## config.mk

```make
export PLATFORM = sky130hd
export DESIGN_NAME = rx_addr_filter
export DESIGN_NICKNAME = d
export VERILOG_FILES = /design/src/rtl/rx_addr_filter_pkg.sv /design/src/rtl/rx_addr_station_match.sv /design/src/rtl/rx_addr_hash_lookup.sv /design/src/rtl/rx_addr_decide.sv /design/src/rtl/rx_addr_filter.sv
export SDC_FILE = /design/constraint.sdc
export NUM_CORES = 1
export LEC_CHECK = 0
export BUFFER_PORTS_ARGS = -buffer_cell sky130_fd_sc_hd__buf_4
export CAP_MARGIN = 15
export CELL_PAD_IN_SITES_DETAIL_PLACEMENT = 1
export CELL_PAD_IN_SITES_GLOBAL_PLACEMENT = 1
export CORE_MARGIN = 2
export CORE_UTILIZATION = 36
export DETAILED_ROUTE_END_ITERATION = 6
export GPL_TIMING_DRIVEN = 0
export PLACE_DENSITY_LB_ADDON = 0.1
export SLEW_MARGIN = 15
export SYNTH_ARGS = -nofsm -noshare
export SYNTH_HDL_FRONTEND = slang
export SYNTH_SLANG_ARGS = --single-unit
```

## constraint.sdc

```tcl
create_clock -name clk -period 5.48 [get_ports clk]
set_input_delay 0 -clock clk [delete_from_list [all_inputs] [get_ports clk]]
set_output_delay 0 -clock clk [all_outputs]
set_load 0.005 [all_outputs]
```

## src/rtl/rx_addr_filter_pkg.sv

```systemverilog
package rx_addr_filter_pkg;
  localparam int MAC_W    = 48;
  localparam int MAC_BYTES = MAC_W / 8;
  localparam int HASH_W   = 64;
  localparam int HIDX_W   = $clog2(HASH_W);
  localparam int CTL_W    = 4;
  localparam int CTL_BCAST = 0;
  localparam int CTL_PROMISC = 1;
  localparam int CTL_ALLMC = 2;
  localparam int CTL_HASHMC = 3;
  localparam logic [31:0] CRC_POLY_REFL = 32'hEDB88320;

  // Bit-serial reflected CRC-32, bytes first to last, LSB of each byte first.
  function automatic logic [31:0] crc32_refl(input logic [MAC_W-1:0] a);
    logic [31:0] c;
    logic fb;
    c = '1;
    for (int b = 0; b < MAC_BYTES; b++) begin
      for (int i = 0; i < 8; i++) begin
        fb = c[0] ^ a[MAC_W-1-8*b-7+i];
        c  = c >> 1;
        if (fb) c = c ^ CRC_POLY_REFL;
      end
    end
    return c;
  endfunction

  function automatic logic [HIDX_W-1:0] hash_index(input logic [MAC_W-1:0] a);
    logic [31:0] c;
    c = crc32_refl(a);
    return c[31:32-HIDX_W];
  endfunction

  // Word from upper index bits, reversed bit inside the 16-bit word.
  function automatic logic [HIDX_W-1:0] hash_bin_pos(input logic [HIDX_W-1:0] idx);
    return {idx[HIDX_W-1:4], ~idx[3:0]};
  endfunction
endpackage

```

## src/rtl/rx_addr_station_match.sv

```systemverilog
module rx_addr_station_match
  import rx_addr_filter_pkg::*;
#(
  parameter int NUM_SLOTS = 4
) (
  input  logic [MAC_W-1:0]        addr,
  input  logic [NUM_SLOTS*16-1:0] slot_hi,
  input  logic [NUM_SLOTS*32-1:0] slot_lo,
  output logic [NUM_SLOTS-1:0]    slot_hit,
  output logic                    any_hit
);
  for (genvar g = 0; g < NUM_SLOTS; g++) begin : g_slot
    assign slot_hit[g] = ({slot_hi[g*16 +: 16], slot_lo[g*32 +: 32]} == addr);
  end
  assign any_hit = |slot_hit;
endmodule

```

## src/rtl/rx_addr_hash_lookup.sv

```systemverilog
module rx_addr_hash_lookup
  import rx_addr_filter_pkg::*;
(
  input  logic [MAC_W-1:0]  addr,
  input  logic [HASH_W-1:0] table_bits,
  output logic [HIDX_W-1:0] bin_idx,
  output logic              bin_hit
);
  logic [HIDX_W-1:0] bin_pos;
  assign bin_idx = hash_index(addr);
  assign bin_pos = hash_bin_pos(bin_idx);
  assign bin_hit = table_bits[bin_pos];
endmodule

```

## src/rtl/rx_addr_decide.sv

```systemverilog
module rx_addr_decide
  import rx_addr_filter_pkg::*;
(
  input  logic [MAC_W-1:0] addr,
  input  logic [CTL_W-1:0] ctl,
  input  logic             station_hit,
  input  logic             hash_hit,
  output logic             is_bcast,
  output logic             is_mcast,
  output logic             accept
);
  logic is_group;
  assign is_group = addr[MAC_W-8];
  assign is_bcast = &addr;
  assign is_mcast = is_group & ~is_bcast;
  always_comb begin
    accept = ctl[CTL_PROMISC];
    if (is_bcast && ctl[CTL_BCAST]) accept = 1'b1;
    if (!is_group && station_hit) accept = 1'b1;
    if (is_mcast && (ctl[CTL_ALLMC] || (ctl[CTL_HASHMC] && hash_hit))) accept = 1'b1;
  end
endmodule

```

## src/rtl/rx_addr_filter.sv

```systemverilog
module rx_addr_filter
  import rx_addr_filter_pkg::*;
#(
  parameter int NUM_SLOTS = 4
) (
  input  logic                    clk,
  input  logic                    rst_n,
  input  logic                    dst_valid,
  input  logic [MAC_W-1:0]        dst_addr,
  input  logic [NUM_SLOTS*16-1:0] sta_hi,
  input  logic [NUM_SLOTS*32-1:0] sta_lo,
  input  logic [CTL_W-1:0]        rcv_ctl,
  input  logic [HASH_W/2-1:0]     hash_lo,
  input  logic [HASH_W/2-1:0]     hash_hi,
  output logic                    busy,
  output logic                    res_valid,
  output logic                    res_accept,
  output logic                    res_mcast
);
  logic             s1_vld;
  logic [MAC_W-1:0] addr_q;
  logic             take;
  logic [NUM_SLOTS-1:0] slot_hit;
  logic             station_hit;
  logic [HIDX_W-1:0] bin_idx;
  logic             hash_hit;
  logic             bcast_c, mcast_c, accept_c;

  assign take = dst_valid & ~s1_vld;
  assign busy = s1_vld;

  always_ff @(posedge clk) begin
    if (!rst_n) begin
      s1_vld <= 1'b0;
      addr_q <= '0;
    end else begin
      s1_vld <= take;
      if (take) addr_q <= dst_addr;
    end
  end

  rx_addr_station_match #(.NUM_SLOTS(NUM_SLOTS)) u_match (
    .addr(addr_q), .slot_hi(sta_hi), .slot_lo(sta_lo),
    .slot_hit(slot_hit), .any_hit(station_hit)
  );

  rx_addr_hash_lookup u_hash (
    .addr(addr_q), .table_bits({hash_hi, hash_lo}),
    .bin_idx(bin_idx), .bin_hit(hash_hit)
  );

  rx_addr_decide u_decide (
    .addr(addr_q), .ctl(rcv_ctl), .station_hit(station_hit), .hash_hit(hash_hit),
    .is_bcast(bcast_c), .is_mcast(mcast_c), .accept(accept_c)
  );

  always_ff @(posedge clk) begin
    if (!rst_n) begin
      res_valid  <= 1'b0;
      res_accept <= 1'b0;
      res_mcast  <= 1'b0;
    end else begin
      res_valid  <= s1_vld;
      res_accept <= s1_vld & accept_c;
      res_mcast  <= s1_vld & mcast_c;
    end
  end

  a_r9_latency: assert property (@(posedge clk) disable iff (!rst_n)
    res_valid |-> $past(take, 2));
  a_r10_spacing: assert property (@(posedge clk) disable iff (!rst_n)
    res_valid |=> !res_valid);
  a_r9_quiet: assert property (@(posedge clk) disable iff (!rst_n)
    !res_valid |-> (!res_accept && !res_mcast));
  a_r4_group_only: assert property (@(posedge clk) disable iff (!rst_n)
    (s1_vld && !addr_q[MAC_W-8]) |=> !res_mcast);
  a_r6_promisc: assert property (@(posedge clk) disable iff (!rst_n)
    (s1_vld && rcv_ctl[CTL_PROMISC]) |=> res_accept);
  a_r3_slot_hit: assert property (@(posedge clk) disable iff (!rst_n)
    (s1_vld && $countones(slot_hit) > 0 && !addr_q[MAC_W-8]) |=> res_accept);
  a_r5_bcast_gate: assert property (@(posedge clk) disable iff (!rst_n)
    (s1_vld && bcast_c && !rcv_ctl[CTL_BCAST] && !rcv_ctl[CTL_PROMISC]) |=> !res_accept);
  a_r8_bin_range: assert property (@(posedge clk) disable iff (!rst_n)
    (s1_vld && hash_hit && mcast_c && rcv_ctl[CTL_HASHMC]) |=> res_accept);
endmodule

```

Word level (Yosys, flattened, before mapping)
Cells that the tools add are included.
{ "op_classes": {"n_eq_ne": 4, "n_reduce_logical": 8, "n_bitwise": 101, "magnitude_cmp": 1, "n_mux": 53} }
{ "op_table": {"columns": ["cell", "n"], "rows": [
  ["2-to-1 mux 32 bit", 48],
  ["NOT 13 -> 14 bit", 47],
  ["equality test 48 bit", 4],
  ["AND reduction 48 bit", 1],
  ["bitwise XOR 1 bit", 47],
  ["< comparator 6 x 7 -> 1 bit, second input constant", 1],
  ["binary-select mux 1 bit (select 6 bit)", 1],
  ["AND 1 bit", 4],
  ["logical AND 1 bit", 4],
  ["2-to-1 mux 1 bit", 4],
  ["NOT 4 bit", 1],
  ["OR reduction 4 bit", 1],
  ["NOT 1 bit", 2],
  ["logical NOT 1 bit", 1],
  ["logical OR 1 bit", 1]
]} }
{ "word_totals": {"out_inout_bits": 4, "register_bits": 52, "word_cells": 172, "input_bits": 311} }

Logic depth before layout (Yosys ltp)
Gate-level depths: netlist of run 1.
{ "logic_depth": {"ltp_word": 103, "depth_mapped": 16, "depth_no_buf": 14} }

Cells and area by module
Synthesis of run 1 repeated with hierarchy kept, for this count alone.
{ "unflattened": {"cells_unflattened": 762, "hier_area_um2": 7322.0} }
{ "modules_own_cells": {"columns": ["mod", "instances", "cells_per_inst", "area_each_um2"], "rows": [
  ["rx_addr_hash_lookup", 1, 266, 3072.9],
  ["rx_addr_station_match", 1, 257, 2084.5],
  ["rx_addr_filter", 1, 218, 2009.4],
  ["rx_addr_decide", 1, 21, 155.1]
]} }

Worst setup path before layout of run 1
Ideal clock, no wire load.
{ "synth_timing": {"kind": "register to register", "from": "register addr_q[43]", "to": "register res_accept", "slack_ns": 1.040, "required_time_ns": 5.343, "arrival_time_ns": 4.303, "setup_ns": 0.137, "synth_period_minus_slack_ns": 4.440, "path_stages_with_launch": 15, "path_buffers": 1, "cell_sequence": "dfxtp_1 ha_1 xor2_2 xnor3_1 xnor3_2 xnor3_1 xor3_1 xnor2_1 xnor3_2 buf_4 or2_1 o21ai_0 o22ai_1 nor4b_1 o41ai_2"} }
{ "synth_between": {"elab_chain_cells": 73, "elab_cells_between_ends": 141, "classes_between": "eq/ne: 4; mux: 50; bitwise: 80; reduce/logical: 7"} }
{ "synth_lines": {"columns": ["item", "line_no", "rtl"], "rows": [
  ["start, declared", "rx_addr_filter.sv:21", "logic [MAC_W-1:0] addr_q;"],
  ["start signal, assigned", "rx_addr_filter.sv:38", "if (take) addr_q <= dst_addr;"],
  ["bitwise XOR 1 bit", "rx_addr_filter_pkg.sv:20", "fb = c[0] ^ a[MAC_W-1-8*b-7+i];"],
  ["2-to-1 mux 32 bit", "rx_addr_filter_pkg.sv:22", "if (fb) c = c ^ CRC_POLY_REFL;"],
  ["NOT 13 -> 14 bit (no source line)", null, null],
  ["2-to-1 mux 32 bit", "rx_addr_filter_pkg.sv:22", null],
  ["2-to-1 mux 32 bit or NOT 13 -> 14 bit (tied branches)", null, null],
  ["2-to-1 mux 32 bit", "rx_addr_filter_pkg.sv:22", null],
  ["NOT 13 -> 14 bit (no source line) or 2-to-1 mux 32 bit (tied branches)", null, null],
  ["2-to-1 mux 32 bit or NOT 13 -> 14 bit (tied branches)", null, null],
  ["[57 not listed]", null, null],
  ["NOT 4 bit", "rx_addr_filter_pkg.sv:36", "return {idx[HIDX_W-1:4], ~idx[3:0]};"],
  ["binary-select mux 1 bit (select 6 bit)", "rx_addr_hash_lookup.sv:12", "assign bin_hit = table_bits[bin_pos];"],
  ["2-to-1 mux 1 bit (not written as such)", "rx_addr_hash_lookup.sv:12", null],
  ["logical AND 1 bit", "rx_addr_decide.sv:20", "if (is_mcast && (ctl[CTL_ALLMC] || (ctl[CTL_HASHMC] && hash_hit))) accept = 1'b1;"],
  ["logical OR 1 bit", "rx_addr_decide.sv:20", null],
  ["logical AND 1 bit", "rx_addr_decide.sv:20", null],
  ["2-to-1 mux 1 bit (*)", "rx_addr_decide.sv:20", null],
  ["AND 1 bit (*)", "rx_addr_filter.sv:64", "res_accept <= s1_vld & accept_c;"],
  ["end signal, assigned", "rx_addr_filter.sv:64", null],
  ["end, declared", "rx_addr_filter.sv:17", "output logic res_accept,"]
]} }
Mark *: on every way between the ends. The rest lies on a longest branch, timed or not. The select of a mux whose other input is x is not followed.
A chain may end at the register's enable or synchronous reset.

Worst setup path after layout of run 1
{ "layout_timing": {"from": "register addr_q[39]", "to": "register res_accept"} }
{ "layout_between": {"elab_chain_cells": 56, "elab_cells_between_ends": 105, "classes_between": "eq/ne: 4; mux: 38; bitwise: 56; reduce/logical: 7"} }
{ "layout_lines": {"columns": ["item", "line_no"], "rows": [
  ["branches (longest 54 deep; another with 2-to-1 mux 32 bit)", null],
  ["2-to-1 mux 1 bit (*)", "rx_addr_decide.sv:20"],
  ["AND 1 bit (*)", "rx_addr_filter.sv:64"]
]} }
Every way passes the cells marked *. The select of a mux whose other input is x is not followed.

==> results of run 1 <==
[cell usage after synthesis (2+ instances only)]
master,n,share of area (%)
xor3_1,8,2.6
nand3_1,3,0.20
or3_1,2,0.17
clkbuf_1,43,2.2
inv_1,3,0.15
and2_1,2,0.17
mux2i_1,19,2.6
dfxtp_1,52,14
and3_1,2,0.17
nor2_1,4,0.20
buf_1,3,0.15
xor2_2,4,0.88
xnor2_1,182,22
mux2_2,10,1.5
a21oi_1,5,0.34
o22ai_1,5,0.42
xnor2_2,6,1.3
a31oi_1,2,0.17
nand4_1,40,3.4
buf_4,8,0.81
o211ai_1,2,0.20
ha_1,3,0.51
xnor3_1,42,13
a21boi_0,48,4.9
buf_2,13,0.88
xor2_1,116,14
nand2_1,104,5.3
nor3_1,7,0.47
buf_6,3,0.46
o21ai_0,5,0.34
nor4_1,33,2.8
xnor3_2,5,1.6
xor3_2,3,1.0
[layout make-up]
cell class              instances  share of cell area, %
well taps                     270                  3.145
multi-input cells             677                  56.09
inverters                       4                 0.1398
clock buffers                   5                  1.165
repair buffers                362                  26.42
flip-flops and latches         52                  9.692
plain buffers                  70                  3.087
clock inverters                 3                 0.2563
[per-layer routing]
metal	global-route usage (%)	up-vias	wire length, µm
li1	-	3443	-
met1	38.92	3564	14010
met2	53.64	399	16230
met3	5.926	67	2762
met4	8.942	0	1023
met5	0	-	0
[sequential cells by signal (all words and copies together) (netlist names)]
signal,count
busy,1
res_valid,1
addr_q,48
res_accept,1
res_mcast,1
[timing repair]
action | CTS | global route
hold buffers | 48 | 0
endpoints found under the hold margin | 48 | 0
gates resized for setup | 0 | 0
[path summary, 6_finish.rpt]
kind,start,endpoint,cells past startpoint
worst max register to register,addr_q[39],res_accept,14
worst min register to register,busy,res_valid,1
worst max-delay path,addr_q[39],res_accept,14
worst min-delay path,dst_addr[43],addr_q[43],3
[worst min-delay path, delay by kind of cell]
kind | cells | cell delay, ns
buffers and inverters | 1 | 0.11
and+or+nand+nor | 1 | 0.07
AOI/OAI and AO/OA | 1 | 0.09
[cell families (layout without fill, tap and decap cells)]
| group | Yosys count | after routing | share of synthesized area (%) |
|---|---|---|---|
| buffers and inverters | 74 | 444 | 4.676 |
| xor gates and xnor gates | 366 | 366 | 55.35 |
| muxes | 31 | 31 | 4.743 |
| AOI/OAI and AO/OA | 74 | 74 | 7.259 |
| DFF | 52 | 52 | 14.04 |
| and+or+nand+nor | 203 | 203 | 13.42 |
| adders and majority gates | 3 | 3 | 0.5065 |
[stage by stage]
step	setup WS [ns]	cells	utilization (%)
CTS	0.4064	1443	53.08
global route	0.1454	1443	53.08
floorplan	1.040	803	-
detailed placement	0.4356	1387	49.95
global placement	0.4727	1387	49.95
finish	0.3961	1443	53.08
[cell usage in the layout (no fill, tap or decap), drive strengths merged, types with 3 or more instances in the layout]
| master | count |
|---|---|
| a21boi | 48 |
| a21oi | 5 |
| buf | 341 |
| clkbuf | 48 |
| dfxtp | 52 |
| dlygate4sd3 | 48 |
| ha | 3 |
| inv | 5 |
| mux2 | 10 |
| mux2i | 19 |
| nand2 | 104 |
| nand3 | 3 |
| nand4 | 40 |
| nor2 | 4 |
| nor3 | 8 |
| nor4 | 33 |
| o21ai | 5 |
| o22ai | 5 |
| xnor2 | 188 |
| xnor3 | 47 |
| xor2 | 120 |
| xor3 | 11 |
==> implementation parameters, run 1 <==
Parameter                              Value

Die
  Height of the die    147.5 µm
  Row cnt    52
  Effective utilization at floorplan    36.63%
  Floorplan core area    20230 µm²
  Die Width    147.5 µm
  I/O pin count    315
  Area enclosed by the die boundary    21750 µm²

Cells and area
  Fill cell instance count of the final layout    2406
  Layout Area Growth over Synthesis    44.90%
  Combined area of the multi-input logic cells    6025 µm²
  Proportion of layout cells with a drive suffix above 1    32.23%
  Seq. cell area    1041 µm²
  Number of antenna diodes    0
  Area of all placed cells without fillers    10740 µm²
  Final Net Count    1486

Synth
  Post-Synthesis Cells    803
  Synth unique cells    49
  Main flop type after synthesis    dfxtp_1
  Post-Syn Nets    1117
  Post-Syn Area    7412 µm²
  Flop and latch count out of synthesis    52
  Post-synth EDFFs    0
  Sequential-to-total area share from yosys stat    14.04%
  Asr flop ratio synth    0%
  Mean area per synthesized cell    9.231 µm²
  YS warnings    0

STA
  Post-layout minimum cycle time    5.084 ns
  Count of final setup violators    0
  Tightest Pin Transition    1.061 ns
  Setup_tns    0 ns
  Minimum hold slack    0.009603 ns
  Final count of pins violating max slew    0
  Worst Clk Skew    0.007409 ns
  Setup repair after global routing missed its margin    no
  Fin crit share    92.77%
  Achievable clock frequency    196.7 MHz
  Headroom to the max-slew limit    29.24%
  Hold violation count in the final report    0

Worst setup path
  Type of the worst setup path    register to register
  Internal reg-to-reg setup slack    0.40 ns
  Critical path data arrival time    5.26 ns
  Critical path's slowest cell    clkbuf_1
  Cells along the critical path    clkbuf_1, xnor2_1, xnor2_1, xor3_1, xnor2_2, xnor3_1, xnor3_1, xnor3_2, buf_4, or2_1, o21ai_0, o22ai_1, nor4b_1, o41ai_2
  Sort of element at the start of the critical path    register
  Family with the most delay on the worst path    XOR/XNOR gates
  Data required time at the worst endpoint    5.66 ns
  Largest stage delay, worst path    0.69 ns
  Crit path buffers/inverters    2
  Maximum fanout encountered on the critical timing path    10
  Endpoint kind of the worst setup timing path    register

Drt
  Residual DRC    0
  Drt pass-1 iters    4
  DR WL/cell    23.58 µm
  Number of antenna-violating nets in the routed design    0
  DR iter-0 viols    414
  Overall via count from detail_route    7473
  Vias per cell    5.179
  Total wire length    34020 µm

CTS
  Clock-pin transition on the worst setup and hold timing paths    0.08 ns
  CTS tree    built
  Source-to-sink clock delay at the later pin of the worst-skew pair    0.32 ns
  Clock root buffer    clkbuf_16
  Inserted Clock Buffers    5
  Maximum count of clock buffers along a single path    2
  Number of post-CTS setup repair buffers    0
  Number of sinks on the clock net    52
  H-Tree Depth    2

Placement
  RD Place Congestion    0.9154
  DP Wirelength    26660 µm
  Placed cell areas    10110 µm²
  Count of buffers from port buffering    314

GRT
  Overall Global Routing Usage    30.82%
  Antenna violations before repair    0
  Total congestion overflow    0
  First-pass GRT wire length    49710 µm
  Maximum number of pins on one net before global-route repair    19
  Vias in the first global route    8209

Run status
  Status    complete, no violations

Min path
  Type of the tightest min-delay check    input pin to register

Job
  Max-cap viol count    0
Power of run 1 is not shown: default switching activity piles up to over one toggle a cycle in this logic, so the estimate is an artifact.
==> inputs of run 2 (changes only) <==
Settings changed: SETUP_SLACK_MARGIN set to 0.5.
==> run 2 against run 1 <==
  * First-iteration DRC count decreased by 5.1%
  * Critical path type unchanged
  * Sequential cell count is the same
  * Worst setup slack better by 0.31 ns
  * Core utilization is 0.56 points higher
  * Non-clock buffer count up 3
  * Routed wire length up 0.50%
  * Global-route usage up 0.079 points
  * Clock skew rose by 0.00084 ns
  * Via count shrank 0.16%
  * Hold slack improved by 0.0074 ns
  * Largest cell class unchanged
  * Critical path depth stayed put
  * Fmax rose by 6.4%
  * Highest routed layer unchanged
==> implementation parameters, run 2 (same netlist as run 1, synthesis figures left out) <==
Parameter                              Value

CTS
  Clock-pin transition on the worst setup and hold timing paths    0.08 ns (about the same)
  Clock root buffer    clkbuf_16 (unchanged)
  H-Tree Depth    2 (unchanged)
  CTS tree    built (unchanged)
  Source-to-sink clock delay at the later pin of the worst-skew pair    0.31 ns (was 0.32 ns)
  Maximum count of clock buffers along a single path    2 (unchanged)
  Number of sinks on the clock net    52 (unchanged)
  Inserted Clock Buffers    5 (unchanged)

Die
  Effective utilization at floorplan    36.63% (unchanged)
  Die Width    147.5 µm (unchanged)
  Area enclosed by the die boundary    21750 µm² (unchanged)
  Floorplan core area    20230 µm² (unchanged)
  Row cnt    52 (unchanged)
  Height of the die    147.5 µm (unchanged)
  I/O pin count    315 (unchanged)

Drt
  DR WL/cell    23.65 µm (was 23.58 µm)
  Vias per cell    5.160 (was 5.179)
  Total wire length    34200 µm (was 34020 µm)
  DR iter-0 viols    393 (was 414)
  Number of antenna-violating nets in the routed design    0 (unchanged)
  Drt pass-1 iters    5 (was 4)
  Residual DRC    0 (unchanged)
  Overall via count from detail_route    7461 (was 7473)

Worst setup path
  Sort of element at the start of the critical path    register (unchanged)
  Data required time at the worst endpoint    5.66 ns (about the same)
  Internal reg-to-reg setup slack    0.70 ns (was 0.40 ns)
  Critical path data arrival time    4.95 ns (was 5.26 ns)
  Maximum fanout encountered on the critical timing path    10 (unchanged)
  Type of the worst setup path    register to register (unchanged)
  Endpoint kind of the worst setup timing path    register (unchanged)

Placement
  Count of buffers from port buffering    314 (unchanged)
  RD Place Congestion    0.9154 (unchanged)
  Pre-CTS setup slack    0.4356 ns (unchanged)
  DP Wirelength    26660 µm (unchanged)

GRT
  First-pass GRT wire length    50080 µm (was 49710 µm)
  Maximum number of pins on one net before global-route repair    19 (unchanged)
  Antenna violations before repair    0 (unchanged)
  Vias in the first global route    8179 (was 8209)
  Overall Global Routing Usage    30.90% (was 30.82%)
  Total congestion overflow    0 (unchanged)

STA
  Final count of pins violating max slew    0 (unchanged)
  Fin crit share    87.15% (was 92.77%)
  Setup repair after global routing missed its margin    no (unchanged)
  Tightest Pin Transition    1.049 ns (was 1.061 ns)
  Post-route setup slack    0.7041 ns (was 0.3961 ns)
  Post-layout minimum cycle time    4.776 ns (was 5.084 ns)
  Hold violation count in the final report    0 (unchanged)
  Worst Clk Skew    0.008254 ns (was 0.007409 ns)
  Setup_tns    0 ns (unchanged)
  Count of final setup violators    0 (unchanged)
  Achievable clock frequency    209.4 MHz (was 196.7 MHz)
  Headroom to the max-slew limit    30.08% (was 29.24%)
  Minimum hold slack    0.01704 ns (was 0.009603 ns)

Cells and area
  Commonest cells after routing, fill and taps aside    325 x buf_4, 178 x xnor2_1, 116 x xor2_1 (was 322 x buf_4, 182 x xnor2_1, 116 x xor2_1)
  Number of antenna diodes    0 (unchanged)
  Register with the most flip-flops    addr_q (unchanged)
  Max reg flops    48 (unchanged)
  Layout Area Growth over Synthesis    46.42% (was 44.90%)
  Commonest non-fill, non-tap cell in the layout    buf_4 (unchanged)
  Proportion of layout cells with a drive suffix above 1    33.76% (was 32.23%)
  Final Net Count    1489 (was 1486)

Run status
  Status    complete, no violations (unchanged)

Min path
  Type of the tightest min-delay check    input pin to register (unchanged)

Job
  Max-cap viol count    0 (unchanged)
-- run 2: cell count changes in the layout (fill, tap and decap cells not counted), sizes merged --
| cell | change |
|---|---|
| clkbuf | +2 |
| buf | +1 |
-- run 2: what timing repair did --
action                                  in CTS  in global routing
pin swaps                                    1                  2
endpoints found under the setup margin       1                  1
cloned                                       0                  0
resized for setup                            7                 16
hold buffers                                48                  0
hold endpoints to repair                    48                  0
setup buffers                                1                  2
-- run 2: critical path, stage by stage, from the launching register on --
cell and delay [ns]:
dfxtp_1 0.34, ha_2 0.41, xor3_2 0.34, xnor3_1 0.45
xnor2_2 0.27, xnor3_2 0.52, xnor2_2 0.20, xnor3_1 0.45
xnor3_2 0.47, buf_4 0.23, or2_1 0.27, o21ai_0 0.19
o22ai_1 0.12, nor4b_2 0.26, o41ai_2 0.11
-- run 2: layout make-up --
type	instances	area [µm²]
Buffer	70	344.1
Clock buffer	5	125.1
Clock inverter	3	27.53
Fill cell	2392	9382
Inverter	4	15.01
Multi-Input combinational cell	677	6102
Sequential cell	52	1041
Tap cell	270	337.8
Timing Repair Buffer	365	2860
-- run 2: per-stage QoR --
step / cell area [µm²] / cells / util, %
6_report: 10850 / 1446 / 53.64
5_1_grt: 10850 / 1446 / 53.64
4_1_cts: 10770 / 1444 / 53.23
3_5_place_dp: 10110 / 1387 / 49.95
3_3_place_gp: 10110 / 1387 / 49.95
2_1_floorplan: 7412 / 803 / -
-- run 2: routing by layer --
layer  up-vias  part of all wire, %  track usage [%]
met5         -                    0                0
met4         0                  2.5            7.981
met3        61                  6.7            4.691
met2       358                   49            54.35
met1      3591                   42            39.73
li1       3451                    -                -
-- run 2: final timing paths --
path,startpoint,endpoint,cells past startpoint
worst max-delay path,addr_q[45],res_accept,14
worst min-delay path,dst_addr[43],addr_q[43],3
worst max register to register,addr_q[45],res_accept,14
worst min register to register,busy,res_valid,1
Power of run 2 is left out for the same reason.
==> inputs of run 3 (changes only) <==
--- a/config.mk
+++ b/config.mk
@@ -14,5 +14,5 @@
 export DETAILED_ROUTE_END_ITERATION = 6
 export GPL_TIMING_DRIVEN = 0
-export PLACE_DENSITY_LB_ADDON = 0.1
+export PLACE_DENSITY_LB_ADDON = 0.25
 export SETUP_SLACK_MARGIN = 0.5
 export SLEW_MARGIN = 15
==> constraint.sdc (replaced) <==
create_clock -name clk -period 5.48 [get_ports clk]
set_input_delay 0.548 -clock clk [delete_from_list [all_inputs] [get_ports clk]]
set_output_delay 0.548 -clock clk [all_outputs]
set_load 0.005 [all_outputs]
==> run 3 against run 2 <==
  * Global-route usage grew 0.15 points
  * Worst setup slack lost 0.068 ns
  * Critical path depth grew 1
  * Sequential cell count is the same
  * Die area is the same
  * Non-clock buffer count shrank 47
  * Hold slack gained 0.48 ns
  * Sequential share of layout area grew 0.39 points
  * Fmax shrank 1.4%
==> implementation parameters, run 3 (same netlist as run 1, synthesis figures left out) <==
Parameter                              Value

Die
  Effective utilization at floorplan    36.63% (unchanged)
  Area enclosed by the die boundary    21750 µm² (unchanged)
  Row cnt    52 (unchanged)
  I/O pin count    315 (unchanged)
  Die Width    147.5 µm (unchanged)
  Floorplan core area    20230 µm² (unchanged)
  Height of the die    147.5 µm (unchanged)

Placement
  DP Wirelength    27450 µm (was 26660 µm)
  RD Place Congestion    0.9506 (was 0.9154)
  Count of buffers from port buffering    314 (unchanged)

Worst setup path
  Internal reg-to-reg setup slack    0.64 ns (was 0.70 ns)
  Type of the worst setup path    register to register (unchanged)
  Worst reg2reg path startpoint    addr_q[27] (was addr_q[45])
  Worst setup path start    addr_q[27] (was addr_q[45])
  Sort of element at the start of the critical path    register (unchanged)
  Endpoint kind of the worst setup timing path    register (unchanged)
  Maximum fanout encountered on the critical timing path    10 (unchanged)
  Data required time at the worst endpoint    5.65 ns (was 5.66 ns)
  Depth of the worst register-to-register path    15 (was 14)
  Critical path data arrival time    5.02 ns (was 4.95 ns)
  Reg2reg end    res_accept (unchanged)

Cells and area
  Utilization after layout    51.52% (was 53.64%)
  Commonest cells after routing, fill and taps aside    329 x buf_4, 177 x xnor2_1, 116 x xor2_1 (was 325 x buf_4, 178 x xnor2_1, 116 x xor2_1)
  Commonest non-fill, non-tap cell in the layout    buf_4 (unchanged)
  Register with the most flip-flops    addr_q (unchanged)
  Layout Area Growth over Synthesis    40.63% (was 46.42%)
  Final Net Count    1442 (was 1489)
  Max reg flops    48 (unchanged)
  Proportion of layout cells with a drive suffix above 1    35.43% (was 33.76%)

Drt
  Overall via count from detail_route    7368 (was 7461)
  Vias per cell    5.259 (was 5.160)
  Residual DRC    0 (unchanged)
  Drt pass-1 iters    5 (unchanged)
  DR iter-0 viols    428 (was 393)
  DR WL/cell    24.44 µm (was 23.65 µm)
  Number of antenna-violating nets in the routed design    0 (unchanged)
  Total wire length    34250 µm (was 34200 µm)

STA
  Hold violation count in the final report    0 (unchanged)
  Setup_tns    0 ns (unchanged)
  Headroom to the max-slew limit    37.49% (was 30.08%)
  Count of final setup violators    0 (unchanged)
  Setup repair after global routing missed its margin    no (unchanged)
  Tightest Pin Transition    0.9376 ns (was 1.049 ns)
  Final count of pins violating max slew    0 (unchanged)
  Achievable clock frequency    206.5 MHz (was 209.4 MHz)
  Worst Clk Skew    0.009502 ns (was 0.008254 ns)
  Fin crit share    88.39% (was 87.15%)
  Post-layout minimum cycle time    4.844 ns (was 4.776 ns)

Min path
  Worst min-delay path startpoint    dst_addr[27] (was dst_addr[43])
  Hold Crit Depth    3 (unchanged)
  Type of the tightest min-delay check    input pin to register (unchanged)
  Hold path endpoint    addr_q[27] (was addr_q[43])

Run status
  Status    complete, no violations (unchanged)

GRT
  Total congestion overflow    0 (unchanged)
  Maximum number of pins on one net before global-route repair    18 (was 19)
  Overall Global Routing Usage    31.05% (was 30.90%)
  First-pass GRT wire length    49330 µm (was 50080 µm)
  Antenna violations before repair    2 (was 0)
  Vias in the first global route    7853 (was 8179)

Job
  Max-cap viol count    0 (unchanged)

CTS
  Source-to-sink clock delay at the later pin of the worst-skew pair    0.31 ns (about the same)
  Clock-pin transition on the worst setup and hold timing paths    0.08 ns (about the same)
  Maximum count of clock buffers along a single path    2 (unchanged)
  Clock root buffer    clkbuf_16 (unchanged)
  H-Tree Depth    2 (unchanged)
  CTS tree    built (unchanged)
  Number of sinks on the clock net    52 (unchanged)
  Inserted Clock Buffers    5 (unchanged)
-- run 3: changes by cell type in the layout (fill, tap and decap cells not counted), sizes merged --
| cell | previous run | this run |
|---|---|---|
| clkdlybuf4s15 | 0 | 1 |
| buf | 342 | 343 |
| clkbuf | 50 | 49 |
| dlygate4sd3 | 48 | 0 |
| diode | 0 | 2 |
-- run 3: per-stage QoR --
| step | worst slack [ns] | hold WS, ns | instances | cell area [µm²] |
|---|---|---|---|---|
| 2_1_floorplan | 1.040 | 0.5178 | 803 | 7412 |
| 3_3_place_gp | 0.4450 | 0.5960 | 1387 | 10110 |
| 3_5_place_dp | 0.4328 | 0.6024 | 1387 | 10110 |
| 4_1_cts | 0.5113 | 0.4936 | 1395 | 10280 |
| 5_1_grt | 0.4443 | 0.5045 | 1401 | 10420 |
| 6_report | 0.6364 | 0.4923 | 1401 | 10420 |
-- run 3: area by class of cell --
type / instances / area [µm²]
clock buffer: 5 / 125.1
buffer: 70 / 356.6
multi-input combinational: 677 / 6135
sequential: 52 / 1041
inverter: 4 / 15.01
antenna: 2 / 5.005
tap: 270 / 337.8
timing repair buffer: 318 / 2387
clock inverter: 3 / 21.27
fill: 2417 / 9811
-- run 3: routing by layer --
metal  global-route usage (%)  wire length, µm
met1                    37.05            13400
met2                    51.05            15920
met3                    8.210             3052
met4                    17.02             1870
met5                        0                0
-- run 3: worst max path at each step --
stage | to | slack (ns) | depth (start not counted)
2_1_floorplan | res_accept | 1.04 | 14
3_3_place_gp | res_accept | 0.44 | 14
3_5_place_dp | res_accept | 0.43 | 14
4_1_cts | res_accept | 0.51 | 15
5_1_grt | res_accept | 0.44 | 15
6_report | res_accept | 0.64 | 15
-- run 3: repair_timing --
item	in CTS	in global routing
hold endpoints to repair	0	0
endpoints found under the setup margin	1	1
setup buffers	0	4
pin swaps	0	7
resized for setup	5	33
hold buffers	0	0
-- run 3: critical path, cell delays in order, from the launching register on --
cell and delay, ns:
dfxtp_1 0.31, clkbuf_1 0.69, xnor3_1 0.43, xor2_1 0.20, xnor2_1 0.23, xnor3_1 0.45
xnor2_1 0.16, xnor3_2 0.52, xor3_2 0.53, buf_6 0.18, mux2i_1 0.21, a21oi_1 0.09
a21oi_1 0.16, o221ai_1 0.17, nor3_2 0.28, o41ai_2 0.08
Power of run 3 is left out for the same reason.
